--- src/rtl/dcl_pkg.sv ---
package dcl_pkg;
  parameter int unsigned DCL_CHANNELS = 16;
  parameter int unsigned DCL_WIDTH    = 6;
endpackage

--- src/rtl/dcl_shift.sv ---
module dcl_shift #(
  parameter int unsigned LEN = 96
) (
  input  logic           clk,
  input  logic           rst_n,
  input  logic           take,
  input  logic           bit_in,
  output logic [LEN-1:0] shreg,
  output logic           bit_out
);
  always_ff @(posedge clk or negedge rst_n) begin
    if (!rst_n) shreg <= '0;
    else if (take) shreg <= {shreg[LEN-2:0], bit_in};
  end

  assign bit_out = shreg[LEN-1];

  AST_IDLE_STABLE: assert property (@(posedge clk) disable iff (!rst_n)
    !take |=> $stable(shreg));
  AST_BIT_ENTERS: assert property (@(posedge clk) disable iff (!rst_n)
    take |=> shreg[0] == $past(bit_in));
  AST_OUT_ADVANCES: assert property (@(posedge clk) disable iff (!rst_n)
    take |=> bit_out == $past(shreg[LEN-2]));
endmodule

--- src/rtl/dcl_hold.sv ---
module dcl_hold #(
  parameter int unsigned LEN = 96
) (
  input  logic           clk,
  input  logic           rst_n,
  input  logic           open,
  input  logic [LEN-1:0] src,
  output logic [LEN-1:0] view
);
  logic [LEN-1:0] held_q;

  always_ff @(posedge clk or negedge rst_n) begin
    if (!rst_n) held_q <= '0;
    else if (open) held_q <= src;
  end

  // transparent while open, otherwise the last captured value
  assign view = open ? src : held_q;

  AST_HOLD_CLOSED: assert property (@(posedge clk) disable iff (!rst_n)
    !open |=> $stable(held_q));
  AST_CAPTURE_OPEN: assert property (@(posedge clk) disable iff (!rst_n)
    open |=> held_q == $past(src));
endmodule

--- src/rtl/dcl_unpack.sv ---
module dcl_unpack #(
  parameter int unsigned CH = 16,
  parameter int unsigned W  = 6
) (
  input  logic [CH*W-1:0] word,
  output logic [CH*W-1:0] chan
);
  // first serial bit sits at the top of the word: channel n is slice n
  for (genvar n = 0; n < CH; n++) begin : g_ch
    for (genvar b = 0; b < W; b++) begin : g_bit
      assign chan[n*W + b] = word[n*W + b];
    end
  end
endmodule

--- src/rtl/dcl_loader.sv ---
module dcl_loader
  import dcl_pkg::*;
#(
  parameter int unsigned CHANNELS = DCL_CHANNELS,
  parameter int unsigned WIDTH    = DCL_WIDTH
) (
  input  logic                      clk,
  input  logic                      rst_n,
  input  logic                      mode_dc,
  input  logic                      in_valid,
  output logic                      in_ready,
  input  logic                      in_bit,
  output logic                      sout,
  input  logic                      latch_en,
  output logic [CHANNELS*WIDTH-1:0] dc_out
);
  localparam int unsigned FRAME = CHANNELS * WIDTH;

  logic             take;
  logic             open;
  logic [FRAME-1:0] shreg;
  logic [FRAME-1:0] view;

  assign in_ready = mode_dc && !latch_en;
  assign take     = in_valid && in_ready;
  assign open     = mode_dc && latch_en;

  dcl_shift #(.LEN(FRAME)) u_shift (
    .clk(clk), .rst_n(rst_n), .take(take), .bit_in(in_bit),
    .shreg(shreg), .bit_out(sout)
  );

  dcl_hold #(.LEN(FRAME)) u_hold (
    .clk(clk), .rst_n(rst_n), .open(open), .src(shreg), .view(view)
  );

  dcl_unpack #(.CH(CHANNELS), .W(WIDTH)) u_unpack (
    .word(view), .chan(dc_out)
  );

  AST_MODE_OFF_FROZEN: assert property (@(posedge clk) disable iff (!rst_n)
    (!mode_dc && $past(!mode_dc)) |-> $stable(sout));
  AST_NO_TAKE_IN_LATCH: assert property (@(posedge clk) disable iff (!rst_n)
    $past(latch_en) |-> $stable(sout));
  AST_RESET_CLEAR: assert property (@(posedge clk)
    !rst_n |-> (dc_out == '0 && !sout));
endmodule

--- config.mk ---
export PLATFORM = sky130hd
export DESIGN_NAME = dcl_loader
export DESIGN_NICKNAME = d
export VERILOG_FILES = /design/src/rtl/dcl_pkg.sv /design/src/rtl/dcl_shift.sv /design/src/rtl/dcl_hold.sv /design/src/rtl/dcl_unpack.sv /design/src/rtl/dcl_loader.sv
export SDC_FILE = /design/constraint.sdc
export NUM_CORES = 1
export LEC_CHECK = 0
export ABC_CLOCK_PERIOD_IN_PS = 1100
export BUFFER_PORTS_ARGS = -buffer_cell sky130_fd_sc_hd__buf_2
export CORE_MARGIN = 5
export CORE_UTILIZATION = 40
export DETAILED_ROUTE_END_ITERATION = 8
export GPL_TIMING_DRIVEN = 1
export SLEW_MARGIN = 0
export SYNTH_ARGS = -nofsm -noshare
export SYNTH_HDL_FRONTEND = slang
export SYNTH_SLANG_ARGS = --single-unit
--- constraint.sdc ---
create_clock -name clk -period 1.1 [get_ports clk]
set_input_delay 0.055 -clock clk [delete_from_list [all_inputs] [get_ports clk]]
set_output_delay 0.055 -clock clk [all_outputs]
set_load 0.05 [all_outputs]
==> impl_metrics.env, run 1 <==
export IMPL_max_freq_mhz=738
export IMPL_clock_insertion_delay_worst_skew_ps=430
export IMPL_synthesis_instances=407
export IMPL_worstHoldPathType="primary input to asynchronous set/reset pin"
export IMPL_grt_first_pass_wirelength_um=23300
export IMPL_antenna_cells=0
export IMPL_multi_input_area_um2=2460
export IMPL_final_core_utilization_pct=59.5
export IMPL_slew_violations=0
export IMPL_cell_with_the_biggest_individual_delay_on_the_critical_path="dfrtp_1"
export IMPL_grt_usage_pct=14.4
export IMPL_regArea_um2=4810
export IMPL_detail_route_antenna_nets=0
export IMPL_final_critical_path_setup_slack_ps=-254
export IMPL_layout_area_overhead_vs_synth_pct=47.7
export IMPL_timing_critical_path_cells="mux2_4 -> buf_6"
export IMPL_yosysSeqAreaShare_pct=67.1
export IMPL_synth_register_bits=192
export IMPL_yosys_cell_types_count=8
export IMPL_max_cap_check_violation_count=0
export IMPL_rows=49
export IMPL_critical_path_buf_inv_count=1
export IMPL_dieWidth_um=144
export IMPL_p_sw_share_pct=24.6
export IMPL_clock_tree_htree_level_count=4
export IMPL_drcViolationCount=0
export IMPL_p_switching_w=0.00394
export IMPL_lkg_pwr_nw=5.71
export IMPL_largest_net_degree_at_the_start_of_global_routing=46
export IMPL_layout_cells_most_common="dfrtp_1"
export IMPL_period_needed_ps=1350
export IMPL_core_area_um2=17800
export IMPL_final_setup_tns_ps=-20120
export IMPL_reg2reg_slack_ps=50
export IMPL_sequentialPowerShare_pct=46.9
export IMPL_arrival_ps=1300
export IMPL_grt_setup_unrepaired="yes"
export IMPL_synthesis_warning_total=0
export IMPL_drt_initial_drc_count=120
export IMPL_buffer_ports_inserted=103
export IMPL_crit_fanout=3
export IMPL_max_vdd_ir_drop_mv=1.28
export IMPL_global_route_overflow_total=0
export IMPL_cts_buffers_inserted=17
export IMPL_tritoncts_clock_tree="yes"
export IMPL_detailed_place_hpwl_um=8270
export IMPL_ioPinCount=104
export IMPL_global_placer_s_final_weighted_congestion=0.699
export IMPL_fillCellCount=1349
export IMPL_cp_required_ps=1040
export IMPL_detailedRoute_firstPassIterationCount=4
export IMPL_mostFrequentLayoutCells="191 x dfrtp_1, 122 x mux2_2, 119 x buf_4"
export IMPL_combPwrFrac_pct=13.9
export IMPL_grt_pass1_vias=4589
export IMPL_timing_critical_path_to_type="primary output"
export IMPL_setup_worst_path_class="flop to primary output"
export IMPL_clock_root_buffer="clkbuf_16"
export IMPL_clk_pin_slew_worst_paths_ps=70
export IMPL_num_vias=4125
export IMPL_fp_dieH_um=144
export IMPL_finalHoldViolCount=0
export IMPL_cpPeakStageDelay_ps=420
export IMPL_violations="negative setup slack"
export IMPL_synth_net_count=413
export IMPL_setup_viol_count_final=97
export IMPL_skew_ps=9.41
export IMPL_clkPwrFrac_pct=39.2
export IMPL_grt_antenna_before_repair=0
export IMPL_setup_slack_at_placement_ps=-165
export IMPL_netlist_area_um2=7160
export IMPL_worst_setup_path_start_kind="flop"
export IMPL_wirelength_per_cell_um=16.6
export IMPL_drive_gt1_share_pct=70.0
export IMPL_floorplan_initialDensity_pct=40.3
export IMPL_worst_slew_pin_transition_ps=332
export IMPL_outcome="complete, but fails checks"
export IMPL_floorplan_die_area_um2=20700
export IMPL_power_density_nw_per_um2=1510
export IMPL_finalNetCount=646
export IMPL_clock_sink_count=192
export IMPL_detail_route_vias_per_cell=4.68
export IMPL_wirelength_um=14700
export IMPL_timing_final_crit_share_pct=123
export IMPL_critPathTopFamily="flip-flops"
export IMPL_cts_max_path_buffers=2
export IMPL_syn_area_per_cell_um2=17.6
export IMPL_slew_headroom_pct=77.9
export IMPL_finalHoldWorstSlack_ps=77.6
export IMPL_internal_power_w=0.0120
==> stage by stage <==
step | cell area (um^2) | instances | total power [W]
2_1_floorplan | 7160 | 407 | 0.00867
3_3_place_gp | 8040 | 733 | 0.00916
3_5_place_dp | 8040 | 733 | 0.00920
4_1_cts | 10100 | 848 | 0.0160
5_1_grt | 10600 | 882 | 0.0166
6_report | 10600 | 882 | 0.0160
==> timing repair <==
item                                    CTS  global route
gates resized for setup                 260            51
endpoints found under the hold margin   193             0
pin swaps                                 0             0
endpoints found under the setup margin   97            97
setup buffers                            81            34
hold buffers                              2             0
==> final timing paths <==
| kind | cells past startpoint | endpoint | start |
|---|---|---|---|
| max | 2 | dc_out[13] | u_shift.shreg[13] |
| max reg2reg | 3 | u_shift.shreg[39] | u_shift.shreg[38] |
| min in group clk | 4 | u_shift.shreg[13] | in_valid |
| max in group asynchronous | 3 | u_hold.held_q[57] | rst_n |
| min | 2 | u_shift.shreg[79] | rst_n |
| min reg2reg | 1 | u_hold.held_q[81] | u_hold.held_q[81] |
==> per-layer routing <==
metal	up-vias	track usage, %	share of wire, %
met4	0	3.72	0.91
met1	2119	18.5	44
met2	88	23.8	50
li1	1906	-	-
met5	-	0	0
met3	12	4.63	4.8
==> worst reg2reg max path: cells and delay by family, from the launching register on <==
family / cells / cell delay [ps]
buffers and inverters: 2 / 270
muxes: 1 / 240
DFF: 1 / 420
==> layout make-up <==
cell class                      instances  area share, %
Timing Repair Buffer                  234           22.8
Multi-Input combinational cell        195           23.3
Sequential cell                       192           45.5
Tap cell                              229           2.71
Clock buffer                           20           4.23
Clock inverter                         12           1.48
==> kinds of logic (layout without fill, tap and decap cells) <==
kind of cell / count (synthesis) / in the layout / share of synthesized area (%)
and+or+nand+nor: 3 / 3 / 0.455
muxes: 192 / 192 / 30.2
DFF: 192 / 192 / 67.1
buffers and inverters: 20 / 266 / 2.22
==> sequential cells by signal, indices dropped and copies added, names as in the netlist <==
register / cells
u_hold.held_q: 96
u_shift.shreg: 96
==> power by group through the flow <==
stage	registers, W	logic, W	clock network [W]
final	0.00750	0.00221	0.00626
after global routing	0.00752	0.00234	0.00670
after CTS	0.00749	0.00207	0.00645
after detailed placement	0.00765	0.00156	0
after global placement	0.00763	0.00153	0
after floorplan	0.00757	0.00110	0
==> cells in the mapped netlist, drive strengths merged <==
library cell	instances	area, um^2
dfrtp	192	4800
mux2	192	2160
buf	20	159
nand2	1	6.26
nand3b	1	20.0
nor2b	1	6.26
(Power assumes the default switching activity.)
==> run 2, diff against run 1 <==
- BUFFER_PORTS_ARGS: -buffer_cell sky130_fd_sc_hd__buf_2 -> not set
- DONT_BUFFER_PORTS: not set -> 1
==> run 2 against run 1 <==
Net effect: global-route usage grew 0.087 points; the flow finishes with violations (negative hold slack, negative setup slack); total power up 0.85%; routed wire length shrank 1.8%; critical path depth is the same; core utilization is 3.7 points higher; combinational power grew 7%; clock power about the same; worst hold slack worse by 750 ps; clock skew hardly changed; register-to-register slack improved by 20 ps; first-iteration DRC count rose by 69%.
==> impl_metrics.env, run 2 (synthesis gave the netlist of run 1 again) <==
export IMPL_crit_fanout=3
export IMPL_grt_first_pass_wirelength_um=23700
export IMPL_max_cap_check_violation_count=0
export IMPL_post_layout_total_power_w=0.0161
export IMPL_worst_slew_pin_transition_ps=482
export IMPL_cts_hold_fix_buffers=1
export IMPL_skew_ps=9.25
export IMPL_cp_required_ps=1040
export IMPL_timing_critical_path_to_type="primary output"
export IMPL_clk_pin_slew_worst_paths_ps=70
export IMPL_worstHoldPathType="primary input to asynchronous set/reset pin"
export IMPL_grt_usage_pct=14.5
export IMPL_num_vias=4107
export IMPL_outcome="complete, but fails checks"
export IMPL_worst_r2r_path_depth=3
export IMPL_floorplan_die_area_um2=20700
export IMPL_layout_area_overhead_vs_synth_pct=56.9
export IMPL_period_needed_ps=1360
export IMPL_largest_net_degree_at_the_start_of_global_routing=193
export IMPL_ioPinCount=104
export IMPL_internal_power_w=0.0121
export IMPL_clock_sink_count=192
export IMPL_top_regs="u_hold.held_q: 96 flops, u_shift.shreg: 96 flops"
export IMPL_grt_pass1_vias=4535
export IMPL_combPwrFrac_pct=14.7
export IMPL_setup_worst_path_class="flop to primary output"
export IMPL_sequentialPowerShare_pct=46.4
export IMPL_slew_violations=0
export IMPL_drcViolationCount=0
export IMPL_lkg_pwr_nw=5.88
export IMPL_max_freq_mhz=738
export IMPL_fp_dieH_um=144
export IMPL_detail_route_antenna_nets=0
export IMPL_clock_insertion_delay_worst_skew_ps=420
export IMPL_p_sw_share_pct=24.8
export IMPL_violations="negative hold slack, negative setup slack"
export IMPL_slew_headroom_pct=67.9
export IMPL_detailedRoute_firstPassIterationCount=4
export IMPL_layout_cells_most_common="dfrtp_1"
export IMPL_finalNetCount=639
export IMPL_drive_gt1_share_pct=70.1
export IMPL_core_area_um2=17800
export IMPL_finalHoldWorstSlack_ps=-675
export IMPL_power_density_nw_per_um2=1430
export IMPL_max_vdd_ir_drop_mv=1.21
export IMPL_cts_buffers_inserted=17
export IMPL_grt_antenna_before_repair=0
export IMPL_global_placer_s_final_weighted_congestion=0.714
export IMPL_tritoncts_clock_tree="yes"
export IMPL_drt_initial_drc_count=203
export IMPL_detailed_place_hpwl_um=7940
export IMPL_floorplan_initialDensity_pct=40.3
export IMPL_mostFrequentLayoutCells="191 x dfrtp_1, 124 x buf_4, 100 x buf_12"
export IMPL_fillCellCount=1283
export IMPL_clock_tree_htree_level_count=4
export IMPL_worst_setup_path_start_kind="flop"
export IMPL_finalHoldViolCount=192
export IMPL_wirelength_um=14400
export IMPL_clock_root_buffer="clkbuf_16"
export IMPL_clkPwrFrac_pct=38.9
export IMPL_grt_setup_unrepaired="yes"
export IMPL_global_route_overflow_total=0
export IMPL_dieWidth_um=144
export IMPL_arrival_ps=1300
export IMPL_final_design_area_no_fill_um2=11200
export IMPL_timing_final_crit_share_pct=123
export IMPL_detail_route_vias_per_cell=4.69
export IMPL_final_critical_path_setup_slack_ps=-256
export IMPL_wirelength_per_cell_um=16.5
export IMPL_cts_max_path_buffers=2
export IMPL_buffer_ports_inserted=0
export IMPL_p_switching_w=0.00400
export IMPL_antenna_cells=0
export IMPL_placed_cell_area_um2=9320
export IMPL_rows=49
export IMPL_setup_viol_count_final=97
-- run 2: changes by cell type in the layout (fill, tap and decap cells not counted), moves of 26 or more --
cell    delta
mux2_2    -26
buf_6     -50
buf_12    +91
buf_8     -46
mux2_4    +26
-- run 2: worst paths after layout --
| check | end | from | slack, ps |
|---|---|---|---|
| setup / recovery | dc_out[60] | u_shift.shreg[60] | -260 |
| max in group asynchronous | u_shift.shreg[1] | rst_n | 1340 |
| hold / removal | u_hold.held_q[79] | rst_n | -680 |
| setup reg to reg | u_hold.held_q[69] | u_shift.shreg[69] | 70 |
| hold reg to reg | u_hold.held_q[55] | u_hold.held_q[55] | 520 |
| min in group clk | u_hold.held_q[22] | mode_dc | 190 |
-- run 2: repair_timing --
| item | 4_1_cts | 5_1_grt |
|---|---|---|
| endpoints found under the hold margin | 193 | 192 |
| gates resized for setup | 98 | 1 |
| endpoints found under the setup margin | 97 | 97 |
| buffers inserted | 87 | 37 |
| cloned | 0 | 0 |
-- run 2: cell type report --
class	instances	area [um^2]	area share (%)
clock buffer	18	439	3.91
clock inverter	14	174	1.55
multi-input combinational	195	2560	22.8
sequential	192	4810	42.8
tap	229	287	2.55
timing repair buffer	227	2970	26.4
-- run 2: power groups by stage --
stage	clock network [W]	logic [W]	registers, W
after floorplan	0	0.00110	0.00757
after global placement	0	0.00189	0.00762
after detailed placement	0	0.00191	0.00763
after CTS	0.00643	0.00228	0.00748
after global routing	0.00676	0.00247	0.00751
final	0.00626	0.00237	0.00748
-- run 2: routing by layer --
layer | global-route usage [%] | vias up | share of wire [%]
met5 | 0 | - | 0
met4 | 4.36 | 0 | 1.3
met3 | 4.26 | 15 | 4.6
met2 | 22.9 | 82 | 49
met1 | 19.6 | 2131 | 45
li1 | - | 1879 | -
-- run 2: critical path: stages, from the launching register on --
cell     delay, ps
dfrtp_1        420
mux2_4         310
buf_12         150
-- run 2: metrics by stage --
stage | utilization [%] | setup TNS [ps] | setup WS, ps | instances
floorplan | - | 0 | 3.34 | 407
global placement | 52.4 | 0 | 40.6 | 719
detailed placement | 52.4 | 0 | 42.9 | 719
CTS | 61.7 | -22680 | -272 | 839
global route | 63.2 | -25030 | -291 | 875
finish | 63.2 | -20530 | -256 | 875
==> run 3, diff against run 2 <==
- PLACE_DENSITY_LB_ADDON: not set -> 0.08
- SKIP_CTS_REPAIR_TIMING: not set -> 1
==> run 3 against run 2 <==
Net effect: global-route usage shrank 1.6 points; largest cell class unchanged; the flow still finishes with violations (negative hold slack, negative setup slack); maximum frequency fell by 0.14%; critical path depth is the same; combinational power down 8%; non-clock buffer count fell by 71; sequential share of layout area grew 2.2 points; clock skew is 1.3 ps lower; sequential power hardly changed.
==> impl_metrics.env, run 3 (synthesis gave the netlist of run 1 again) <==
export IMPL_timing_critical_path_to_type="primary output"
export IMPL_combPwrFrac_pct=14.0
export IMPL_regToRegEndpoint="u_shift.shreg[22]"
export IMPL_max_vdd_ir_drop_mv=1.10
export IMPL_skew_ps=7.95
export IMPL_drt_initial_drc_count=110
export IMPL_slew_headroom_pct=78.5
export IMPL_power_density_nw_per_um2=1450
export IMPL_setup_worst_path_class="flop to primary output"
export IMPL_worst_r2r_startpoint="u_shift.shreg[22]"
export IMPL_buffer_ports_inserted=0
export IMPL_clock_root_buffer="clkbuf_16"
export IMPL_top_regs="u_hold.held_q: 96 flops, u_shift.shreg: 96 flops"
export IMPL_finalHoldWorstSlack_ps=-679
export IMPL_layout_cells_most_common="dfrtp_1"
export IMPL_reg2reg_slack_ps=70
export IMPL_grt_setup_unrepaired="yes"
export IMPL_period_needed_ps=1360
export IMPL_wirelength_um=13400
export IMPL_cts_max_path_buffers=2
export IMPL_max_freq_mhz=737
export IMPL_globalRouteMet2Util_pct=19.6
export IMPL_lkg_pwr_nw=5.48
export IMPL_worstHoldPathType="primary input to asynchronous set/reset pin"
export IMPL_detail_route_antenna_nets=0
export IMPL_clock_sink_count=192
export IMPL_cp_required_ps=1040
export IMPL_clkPwrFrac_pct=37.6
export IMPL_final_critical_path_setup_slack_ps=-258
export IMPL_placed_cell_area_um2=9370
export IMPL_wirelength_per_cell_um=16.7
export IMPL_finalHoldViolCount=192
export IMPL_fillCellCount=1366
export IMPL_largest_net_degree_at_the_start_of_global_routing=193
export IMPL_p_sw_share_pct=25.2
export IMPL_timing_final_crit_share_pct=123
export IMPL_final_design_area_no_fill_um2=10700
export IMPL_ioPinCount=104
export IMPL_antenna_cells=0
export IMPL_outcome="complete, but fails checks"
export IMPL_setup_slack_at_placement_ps=50.5
export IMPL_worst_setup_path_start_kind="flop"
export IMPL_grt_antenna_before_repair=0
export IMPL_drive_gt1_share_pct=66.4
export IMPL_grt_first_pass_wirelength_um=20800
export IMPL_grt_busiest_layer="met2"
export IMPL_clk_pin_slew_worst_paths_ps=70
export IMPL_clock_tree_htree_level_count=4
export IMPL_internal_power_w=0.0116
export IMPL_sequentialPowerShare_pct=48.3
export IMPL_core_area_um2=17800
export IMPL_grtUsageMet3_pct=5.12
export IMPL_global_placer_s_final_weighted_congestion=0.710
export IMPL_slew_violations=0
export IMPL_grt_pass1_vias=4028
export IMPL_arrival_ps=1300
export IMPL_crit_fanout=3
export IMPL_floorplan_die_area_um2=20700
export IMPL_floorplan_initialDensity_pct=40.3
export IMPL_grt_usage_pct=12.9
export IMPL_multi_input_area_um2=2560
export IMPL_grt_met1_usage_pct=17.3
export IMPL_drcViolationCount=0
export IMPL_cts_buffers_inserted=17
export IMPL_p_switching_w=0.00391
export IMPL_crit_end="dc_out[95]"
export IMPL_detail_route_vias_per_cell=4.82
export IMPL_max_cap_check_violation_count=0
export IMPL_mostFrequentLayoutCells="191 x dfrtp_1, 102 x buf_12, 96 x mux2_4, 96 x mux2_2, 51 x buf_4"
export IMPL_violations="negative hold slack, negative setup slack"
export IMPL_worst_slew_pin_transition_ps=322
export IMPL_setup_viol_count_final=97
export IMPL_fp_dieH_um=144
export IMPL_clock_insertion_delay_worst_skew_ps=420
export IMPL_num_vias=3874
export IMPL_critical_path_startpoint="u_shift.shreg[95]"
export IMPL_detailed_place_hpwl_um=7970
export IMPL_dieWidth_um=144
export IMPL_regArea_um2=4810
export IMPL_tritoncts_clock_tree="yes"
export IMPL_global_route_overflow_total=0
export IMPL_worst_r2r_path_depth=3
export IMPL_layout_area_overhead_vs_synth_pct=49.2
export IMPL_detailedRoute_firstPassIterationCount=4
export IMPL_rows=49
export IMPL_finalNetCount=568
-- run 3: how the worst min path moves through the flow --
stage / depth (start not counted) / startpoint / endpoint / slack [ps]
global placement: 0 / rst_n / u_hold.held_q[80] / -230
detailed placement: 0 / rst_n / u_hold.held_q[79] / -230
floorplan: 0 / rst_n / u_hold.held_q[0] / -240
CTS: 0 / rst_n / u_hold.held_q[79] / -700
global route: 0 / rst_n / u_hold.held_q[80] / -720
finish: 0 / rst_n / u_hold.held_q[80] / -680
-- run 3: metal layers --
metal	up-vias	wire [um]
met3	13	713
li1	1750	-
met2	81	6330
met1	2030	6240
met5	-	0
met4	0	131
-- run 3: power by group through the flow --
stage	Sequential, W	Combinational, W	Clock (W)
6_report	0.00749	0.00218	0.00584
5_1_grt	0.00753	0.00229	0.00634
4_1_cts	0.00750	0.00195	0.00604
3_5_place_dp	0.00763	0.00195	0
3_3_place_gp	0.00762	0.00193	0
2_1_floorplan	0.00757	0.00110	0
-- run 3: metrics by stage --
stage	instances	util, %	setup TNS, ps	power (W)
after floorplan	407	-	0	0.00867
after detailed placement	722	52.7	0	0.00958
after global placement	722	52.7	0	0.00955
final	804	60.1	-21210	0.0155
after CTS	754	55.9	-25170	0.0155
after global routing	804	60.1	-26530	0.0162
-- run 3: final cells by class --
type | instances | share of cell area [%]
Clock buffer | 20 | 4.37
Clock inverter | 12 | 0.914
Multi-Input combinational cell | 195 | 24.0
Sequential cell | 192 | 45.0
Tap cell | 229 | 2.68
Timing Repair Buffer | 156 | 23.0
-- run 3: critical path, cell delays in order (launching register included) --
cell and delay, ps:
dfrtp_2 430, mux2_4 300, buf_12 150
